<file path="config.mk">
export PLATFORM = sky130hd
export DESIGN_NAME = i2c_flag_monitor
export DESIGN_NICKNAME = d
export VERILOG_FILES = /design/src/rtl/ifm_pkg.sv /design/src/rtl/ifm_line_sync.sv /design/src/rtl/ifm_bus_events.sv /design/src/rtl/ifm_status_flags.sv /design/src/rtl/ifm_flag_reg.sv /design/src/rtl/i2c_flag_monitor.sv
export SDC_FILE = /design/constraint.sdc
export NUM_CORES = 1
export LEC_CHECK = 0
export BUFFER_PORTS_ARGS = -buffer_cell sky130_fd_sc_hd__buf_4
export CORE_MARGIN = 5
export CORE_UTILIZATION = 35
export CTS_CLUSTER_DIAMETER = 80
export DETAILED_ROUTE_END_ITERATION = 8
export SKIP_LAST_GASP = 1
export SLEW_MARGIN = 5
export SYNTH_ARGS = -nofsm -noshare
export SYNTH_HDL_FRONTEND = slang
export SYNTH_SLANG_ARGS = --single-unit
</file>
<file path="constraint.sdc">
create_clock -name clk -period 2.2 [get_ports clk]
set_input_delay 0.22 -clock clk [delete_from_list [all_inputs] [get_ports clk]]
set_output_delay 0.22 -clock clk [all_outputs]
set_load 0.01 [all_outputs]
</file>
<file path="src/rtl/ifm_pkg.sv">
package ifm_pkg;

  // Decoded bus events, valid for one clock
  typedef struct packed {
    logic start;       // SDA fell while SCL high
    logic stop;        // SDA rose while SCL high
    logic ninth;       // ninth SCL rise of a byte
    logic first_next;  // first SCL rise of the following byte
    logic first_addr;  // first SCL rise after a start
  } bus_evt_t;

  localparam int unsigned REG_W         = 8;
  localparam int unsigned REG_RSV_BIT   = 0;
  localparam int unsigned REG_STCEN_BIT = 1;
  localparam int unsigned REG_STCLR_BIT = 6;
  localparam int unsigned REG_BUSY_BIT  = 7;

endpackage

</file>
<file path="src/rtl/ifm_line_sync.sv">
module ifm_line_sync #(
  parameter int unsigned STAGES = 2,
  parameter int unsigned LINES  = 2
) (
  input  logic             clk,
  input  logic             rst_n,
  input  logic [LINES-1:0] d_i,
  output logic [LINES-1:0] q_o
);

  localparam logic [STAGES-1:0] IDLE = {STAGES{1'b1}};

  for (genvar g = 0; g < LINES; g++) begin : g_line
    logic [STAGES-1:0] chain_q;
    logic [STAGES-1:0] chain_d;

    always_comb begin
      chain_d = {chain_q[STAGES-2:0], d_i[g]};
    end

    always_ff @(posedge clk or negedge rst_n) begin
      if (!rst_n) chain_q <= IDLE;
      else        chain_q <= chain_d;
    end

    assign q_o[g] = chain_q[STAGES-1];
  end

endmodule

</file>
<file path="src/rtl/ifm_bus_events.sv">
module ifm_bus_events
  import ifm_pkg::*;
#(
  parameter int unsigned BYTE_BITS = 8
) (
  input  logic     clk,
  input  logic     rst_n,
  input  logic     active_i,
  input  logic     scl_i,
  input  logic     sda_i,
  output bus_evt_t evt_o
);

  localparam int unsigned LAST  = BYTE_BITS + 1;
  localparam int unsigned CNT_W = $clog2(LAST + 1);
  localparam logic [CNT_W-1:0] CNT_ACK  = CNT_W'(BYTE_BITS);
  localparam logic [CNT_W-1:0] CNT_LAST = CNT_W'(LAST);

  logic             scl_p_q, sda_p_q;
  logic [CNT_W-1:0] cnt_q, cnt_d;
  logic             armed_q, armed_d;
  logic             rise, start_c, stop_c;

  always_comb begin
    rise    = active_i & scl_i & ~scl_p_q;
    start_c = active_i & scl_i & scl_p_q & sda_p_q & ~sda_i;
    stop_c  = active_i & scl_i & scl_p_q & ~sda_p_q & sda_i;
  end

  // in-byte clock count and post-start arm
  always_comb begin
    cnt_d   = cnt_q;
    armed_d = armed_q;
    if (!active_i) begin
      cnt_d   = '0;
      armed_d = 1'b0;
    end else if (start_c) begin
      cnt_d   = '0;
      armed_d = 1'b1;
    end else if (rise) begin
      cnt_d   = (cnt_q == CNT_LAST) ? CNT_W'(1) : cnt_q + CNT_W'(1);
      armed_d = 1'b0;
    end
  end

  always_ff @(posedge clk or negedge rst_n) begin
    if (!rst_n) begin
      scl_p_q <= 1'b1;
      sda_p_q <= 1'b1;
      cnt_q   <= '0;
      armed_q <= 1'b0;
    end else begin
      scl_p_q <= scl_i;
      sda_p_q <= sda_i;
      cnt_q   <= cnt_d;
      armed_q <= armed_d;
    end
  end

  always_comb begin
    evt_o.start      = start_c;
    evt_o.stop       = stop_c;
    evt_o.ninth      = rise & (cnt_q == CNT_ACK);
    evt_o.first_next = rise & (cnt_q == CNT_LAST);
    evt_o.first_addr = rise & armed_q;
  end

endmodule

</file>
<file path="src/rtl/ifm_status_flags.sv">
module ifm_status_flags
  import ifm_pkg::*;
(
  input  logic     clk,
  input  logic     rst_n,
  input  logic     enable_i,
  input  logic     release_i,
  input  logic     wk_fall_i,
  input  logic     en_rise_i,
  input  logic     stcen_i,
  input  logic     sda_i,
  input  bus_evt_t evt_i,
  output logic     ack_o,
  output logic     start_o,
  output logic     stop_o,
  output logic     busy_o
);

  logic ack_q, start_q, stop_q, busy_q;
  logic ack_d, start_d, stop_d, busy_d;
  logic byte_clr;

  assign byte_clr = release_i | evt_i.stop | evt_i.first_next;

  // control clears take priority over bus-event sets
  always_comb begin
    ack_d   = ack_q;
    start_d = start_q;
    stop_d  = stop_q;
    busy_d  = busy_q;
    if (!enable_i) begin
      ack_d   = 1'b0;
      start_d = 1'b0;
      stop_d  = 1'b0;
      busy_d  = 1'b0;
    end else begin
      if (byte_clr)                     ack_d = 1'b0;
      else if (evt_i.ninth && !sda_i)   ack_d = 1'b1;

      if (byte_clr)                     start_d = 1'b0;
      else if (evt_i.start)             start_d = 1'b1;

      if (wk_fall_i || evt_i.first_addr) stop_d = 1'b0;
      else if (evt_i.stop)              stop_d = 1'b1;

      if (en_rise_i)                    busy_d = ~stcen_i;
      else if (evt_i.stop)              busy_d = 1'b0;
      else if (evt_i.start)             busy_d = 1'b1;
    end
  end

  always_ff @(posedge clk or negedge rst_n) begin
    if (!rst_n) begin
      ack_q   <= 1'b0;
      start_q <= 1'b0;
      stop_q  <= 1'b0;
      busy_q  <= 1'b0;
    end else begin
      ack_q   <= ack_d;
      start_q <= start_d;
      stop_q  <= stop_d;
      busy_q  <= busy_d;
    end
  end

  assign ack_o   = ack_q;
  assign start_o = start_q;
  assign stop_o  = stop_q;
  assign busy_o  = busy_q;

endmodule

</file>
<file path="src/rtl/ifm_flag_reg.sv">
module ifm_flag_reg
  import ifm_pkg::*;
(
  input  logic             clk,
  input  logic             rst_n,
  input  logic             enable_i,
  input  logic             we_i,
  input  logic [REG_W-1:0] wdata_i,
  input  logic             busy_i,
  output logic             stcen_o,
  output logic [REG_W-1:0] rdata_o
);

  logic rsv_q, rsv_d, stcen_q, stcen_d, wr_en;
  logic unused_wdata;

  assign wr_en        = we_i & ~enable_i;
  assign unused_wdata = ^wdata_i;

  always_comb begin
    rsv_d   = rsv_q;
    stcen_d = stcen_q;
    if (wr_en) begin
      rsv_d   = wdata_i[REG_RSV_BIT];
      stcen_d = wdata_i[REG_STCEN_BIT];
    end
  end

  always_ff @(posedge clk or negedge rst_n) begin
    if (!rst_n) begin
      rsv_q   <= 1'b0;
      stcen_q <= 1'b0;
    end else begin
      rsv_q   <= rsv_d;
      stcen_q <= stcen_d;
    end
  end

  always_comb begin
    rdata_o                = '0;
    rdata_o[REG_RSV_BIT]   = rsv_q;
    rdata_o[REG_STCEN_BIT] = stcen_q;
    rdata_o[REG_STCLR_BIT] = 1'b0;
    rdata_o[REG_BUSY_BIT]  = busy_i;
  end

  assign stcen_o = stcen_q;

endmodule

</file>
<file path="src/rtl/i2c_flag_monitor.sv">
module i2c_flag_monitor
  import ifm_pkg::*;
#(
  parameter int unsigned SYNC_STAGES = 2,
  parameter int unsigned BYTE_BITS   = 8
) (
  input  logic       clk,
  input  logic       rst_n,
  input  logic       scl_i,
  input  logic       sda_i,
  input  logic       enable_i,
  input  logic       release_i,
  input  logic       wakeup_i,
  input  logic       reg_we_i,
  input  logic [7:0] reg_wdata_i,
  output logic       ack_det_o,
  output logic       start_det_o,
  output logic       stop_det_o,
  output logic       bus_busy_o,
  output logic [7:0] flag_reg_o
);

  logic [1:0] line_s;
  logic       en_q, wk_q;
  logic       active, en_rise, wk_fall, stcen;
  bus_evt_t   evt;

  ifm_line_sync #(.STAGES(SYNC_STAGES), .LINES(2)) u_sync (
    .clk   (clk),
    .rst_n (rst_n),
    .d_i   ({scl_i, sda_i}),
    .q_o   (line_s)
  );

  always_ff @(posedge clk or negedge rst_n) begin
    if (!rst_n) begin
      en_q <= 1'b0;
      wk_q <= 1'b0;
    end else begin
      en_q <= enable_i;
      wk_q <= wakeup_i;
    end
  end

  assign active  = enable_i & en_q;
  assign en_rise = enable_i & ~en_q;
  assign wk_fall = wk_q & ~wakeup_i;

  ifm_bus_events #(.BYTE_BITS(BYTE_BITS)) u_evt (
    .clk      (clk),
    .rst_n    (rst_n),
    .active_i (active),
    .scl_i    (line_s[1]),
    .sda_i    (line_s[0]),
    .evt_o    (evt)
  );

  ifm_status_flags u_flags (
    .clk       (clk),
    .rst_n     (rst_n),
    .enable_i  (enable_i),
    .release_i (release_i),
    .wk_fall_i (wk_fall),
    .en_rise_i (en_rise),
    .stcen_i   (stcen),
    .sda_i     (line_s[0]),
    .evt_i     (evt),
    .ack_o     (ack_det_o),
    .start_o   (start_det_o),
    .stop_o    (stop_det_o),
    .busy_o    (bus_busy_o)
  );

  ifm_flag_reg u_reg (
    .clk      (clk),
    .rst_n    (rst_n),
    .enable_i (enable_i),
    .we_i     (reg_we_i),
    .wdata_i  (reg_wdata_i),
    .busy_i   (bus_busy_o),
    .stcen_o  (stcen),
    .rdata_o  (flag_reg_o)
  );

endmodule

</file>
==> Word level (Yosys, flattened, before mapping) <==
Index checks and enable logic that the tools add are counted.
{ "totals": {"reg_bits": 19, "inputBits": 16, "out_inout_bits": 12} }
{ "classes": {"add_sub_neg": 1, "n_eq_ne": 7, "n_mux": 19, "n_bitwise": 23, "n_reduce_logical": 3} }
{ "op_table": {"columns": ["op", "n"], "rows": [
  ["4-bit two-way mux", 4],
  ["1-bit two-way mux", 15],
  ["1-bit AND", 14],
  ["3-bit by 1-bit inequality test with 1-bit output (second input constant)", 3],
  ["4-bit equality test (second input constant)", 2],
  ["1-bit NOT", 7],
  ["4-bit by 1-bit adder with 4-bit output (second input constant)", 1],
  ["4-bit by 1-bit inequality test with 1-bit output (second input constant)", 1],
  ["3-bit inequality test (second input constant)", 1],
  ["1-bit bitwise OR", 2],
  ["1-bit logical AND", 1],
  ["1-bit logical NOT", 1],
  ["1-bit logical OR", 1]
]} }

==> Depth between registers and ports, before layout <==
{ "depth": {"depth_word": 9, "depth_mapped": 4, "mapped_depth_nobuf": 3} }

==> By module <==
A second synthesis with hierarchy kept.
{ "unflattened": {"cells_unflattened": 87, "hier_area_um2": 940.9} }
{ "modules_own_cells": {"columns": ["module", "n_inst", "cells_per_inst", "area_per_inst_um2"], "rows": [
  ["ifm_bus_events", 1, 46, 417.9],
  ["ifm_status_flags", 1, 16, 172.7],
  ["ifm_flag_reg", 1, 14, 157.7],
  ["ifm_line_sync", 1, 6, 120.1],
  ["i2c_flag_monitor", 1, 5, 72.6]
]} }

==> Least setup slack after synthesis <==
No wires, ideal clock.
{ "synth_timing": {"path_kind": "register -> register", "startpoint": "register u_sync.g_line[1].chain_q[1]", "endpoint": "register u_evt.cnt_q[1]", "setup_time_ns": 0.078, "arrival_time_ns": 1.259, "t_required_ns": 2.122, "setup_slack_ns": 0.863, "stages_incl_launch_ff": 4, "cell_sequence": "dfstp_2 > nand4b_4 > or4_1 > a21oi_1"} }
{ "synth_between": {"elab_chain_cells": 6, "elab_cells_between_ends": 8, "cone_classes": "eq/ne: 1; mux: 2; bitwise: 5"} }
{ "synth_rtl": {"columns": ["item", "line", "source"], "rows": [
  ["start: declaration", "ifm_line_sync.sv:14", "logic [STAGES-1:0] chain_q;"],
  ["start signal: assignment", "ifm_line_sync.sv:23", "else chain_q <= chain_d;"],
  ["1-bit AND (*)", "ifm_bus_events.sv:25, ifm_bus_events.sv:26", null],
  ["1-bit AND (3 in a row)", "ifm_bus_events.sv:26", "start_c = active_i & scl_i & scl_p_q & sda_p_q & ~sda_i;"],
  ["4-bit two-way mux", "ifm_bus_events.sv:37", "end else if (start_c) begin"],
  ["4-bit two-way mux", "ifm_bus_events.sv:34", "if (!active_i) begin"],
  ["end signal: assignment", "ifm_bus_events.sv:55", "cnt_q <= cnt_d;"],
  ["end: declaration", "ifm_bus_events.sv:20", "logic [CNT_W-1:0] cnt_q, cnt_d;"]
]} }
Mark *: on every way between the ends. The rest lies on a longest branch, timed or not.
A chain may end at the register's enable or synchronous reset.

==> Worst setup path after layout <==
Same ends and word-level chain as after synthesis.

==> flow_summary.toml <==
[route]
drc = 0
first_iter_violations = 20
drt_wl_total_um = 1520
routedWlPerCell_um = 12.7
via_per_inst = 4.93
drt-pass1-iter-count = 4
postRouteAntennaNets = 0
vias = 592

[synth]
ys_warn_count = 0
synth.top_cell.area_share = 0.381
synth_top_area_cell = "dfrtp_1"
syn-cell-area_um2 = 855
synth.area.top_cells = "dfrtp_1, dfstp_2, buf_4"
synth_top_family_by_area = "simple AND/OR/NAND/NOR gates"
ys_ff_latch = 19
synth_ff_type = "dfrtp_1"
synth_edf_count = 0
async_flop_share = 1.00
syn_avg_cell_area_um2 = 11.9
synth_fa_ha_area_frac = 0
synth_xor_area_frac = 0
synth_compound_area_frac = 0.0849
synth.mux.area_fraction = 0.0381
synth_cells = 72
ys_seq_area_frac = 0.565
yosysUniqueCellTypes = 30
synthSimpleGateAreaFrac = 0.215

[clock_network]
clkSinkCount = 19
ctsHoldBuffers = 1
postCtsResizedCells = 0
cts-root-buf = "clkbuf_4"
worst_skew_pair.late_latency_ns = 0.29
cts.htree.levels = 1
cts_made_buffers = 3
cts_tree = "done"
cts_setup_buffers = 0
cts.path.max_buffers = 2
clk_pin_slew_ns = 0.11

[sta]
grt_setup_unrepaired = "false"
layout_min_cycle_time_ns = 1.44
finalClockSkew_ns = 0.000645
fmax_ghz = 0.692
setup_viol = 0
final.period_utilization = 0.657
setup_tns_ns = 0
hold_viol = 0
slew_violations = 0
fin_ws_ns = 0.755

[floorplanning]
num_rows = 18
chipHeight_um = 59.4
dieArea_um2 = 3530
die_w_um = 59.4
io_pins = 28
start_util = 0.355
fp.coreArea_um2 = 2410

[setup_path]
endpoint_kind = "flop"
critPathLaunchType = "flop"
worstPathArrival_ns = 1.67
crit_path_max_fanout = 6
r2r_slack_ns = 0.76
path_class = "reg2reg"
cp.required_ns = 2.43

[placement]
place_ws_ns = 0.778
numPortBuffers = 16
dp_hpwl_um = 1120
gp_congestion = 0.722

[grt]
grt_pass1_vias = 609
groute.usage.overall = 0.0981
antenna_found_initial = 0
grt_max_degree = 20
grt_pass1_wl_um = 2620
overflow = 0

[power_and_ir_drop]
ir_drop_mv = 0.613
comb_power_share = 0.111
p_switching_uw = 154
p_leak_nw = 0.463
clock_power_share = 0.280
seqPwrFrac = 0.609
switching_share = 0.245
intPower_uw = 473
p_total_uw = 627
powerDensity_nw_per_um2 = 618

[finish]
reg.largest.list = "u_evt.cnt_q x4, u_sync.g_line.chain_q x4"
syn_to_final_growth_pct = 18.6
nets = 107
n_antenna_cell = 0
drive_gt1_frac = 0.333
nFillCells = 223
final_cell_mix = "buf_4, dfrtp_1, dfstp_2"
final_common_cell = "buf_4"

[worst_hold_path]
worst_hold_path_type = "in2reg"

[run_status]
outcome = "finished, final reports clean"

[run]
cap_violations = 0
-- cells in the mapped netlist, types with 2 or more instances --
library cell / count
nor4_1: 2
a211oi_1: 2
nand4b_1: 2
dfstp_2: 6
nor2b_1: 3
inv_1: 2
nand4_1: 2
nor3_1: 2
nand3_1: 2
buf_4: 8
a21oi_1: 2
nand2_1: 3
o21ai_0: 2
dfrtp_1: 13
nor2_1: 3
mux2_2: 2
a31oi_1: 3
-- layer usage --
metal | vias up | wire length (µm) | GRT usage
met5 | - | 0 | 0
met4 | 0 | 16 | 0.0324
met3 | 2 | 107 | 0.0414
met2 | 20 | 720 | 0.150
met1 | 284 | 674 | 0.124
li1 | 286 | - | -
-- through the flow --
step | util | hold slack, ns | instance area [µm²] | cells
2_1_floorplan | - | -0.0756 | 870 | 76
3_3_place_gp | 0.397 | 0.107 | 956 | 113
3_5_place_dp | 0.397 | 0.107 | 956 | 113
4_1_cts | 0.412 | 0.00550 | 993 | 118
5_1_grt | 0.421 | 0.00430 | 1010 | 120
6_report | 0.421 | 0.0304 | 1010 | 120
-- power by group through the flow --
stage / Clock (mW) / Combinational (mW) / Sequential [mW]
global placement: 0 / 0.0655 / 0.387
floorplan: 0 / 0.0465 / 0.386
CTS: 0.185 / 0.0678 / 0.382
global route: 0.202 / 0.0777 / 0.385
detailed placement: 0 / 0.0665 / 0.388
finish: 0.176 / 0.0694 / 0.382
-- worst max-delay path: stages, from the launching register on --
cell      delay [ns]
dfstp_2         0.60
nand4b_4        0.15
or4_1           0.50
a21oi_1         0.13
-- worst paths after layout --
check | from | end | cells past startpoint
min in group asynchronous | rst_n | u_reg.rsv_q | 2
min reg2reg | u_sync.g_line[0].chain_q[0] | u_sync.g_line[0].chain_q[1] | 0
max in group asynchronous | rst_n | u_evt.scl_p_q | 2
min | wakeup_i | wk_q | 1
max reg2reg | u_sync.g_line[1].chain_q[1] | u_evt.cnt_q[1] | 3
max | u_sync.g_line[1].chain_q[1] | u_evt.cnt_q[1] | 3
-- kinds of logic after synthesis --
family | Yosys count
buffers and inverters | 11
and+or+nand+nor | 27
DFF | 19
other | 1
muxes | 3
AOI/OAI and AO/OA | 11
-- final cells by class --
class	instances	area [µm²]	share of cell area
multi-input cells	46	308	0.304
repair buffers	19	150	0.148
inverters	2	7.51	0.00741
clock inverters	1	5.00	0.00494
clock buffers	3	22.5	0.0222
well taps	30	37.5	0.0370
flip-flops and latches	19	483	0.477
(Power assumes the default switching activity.)
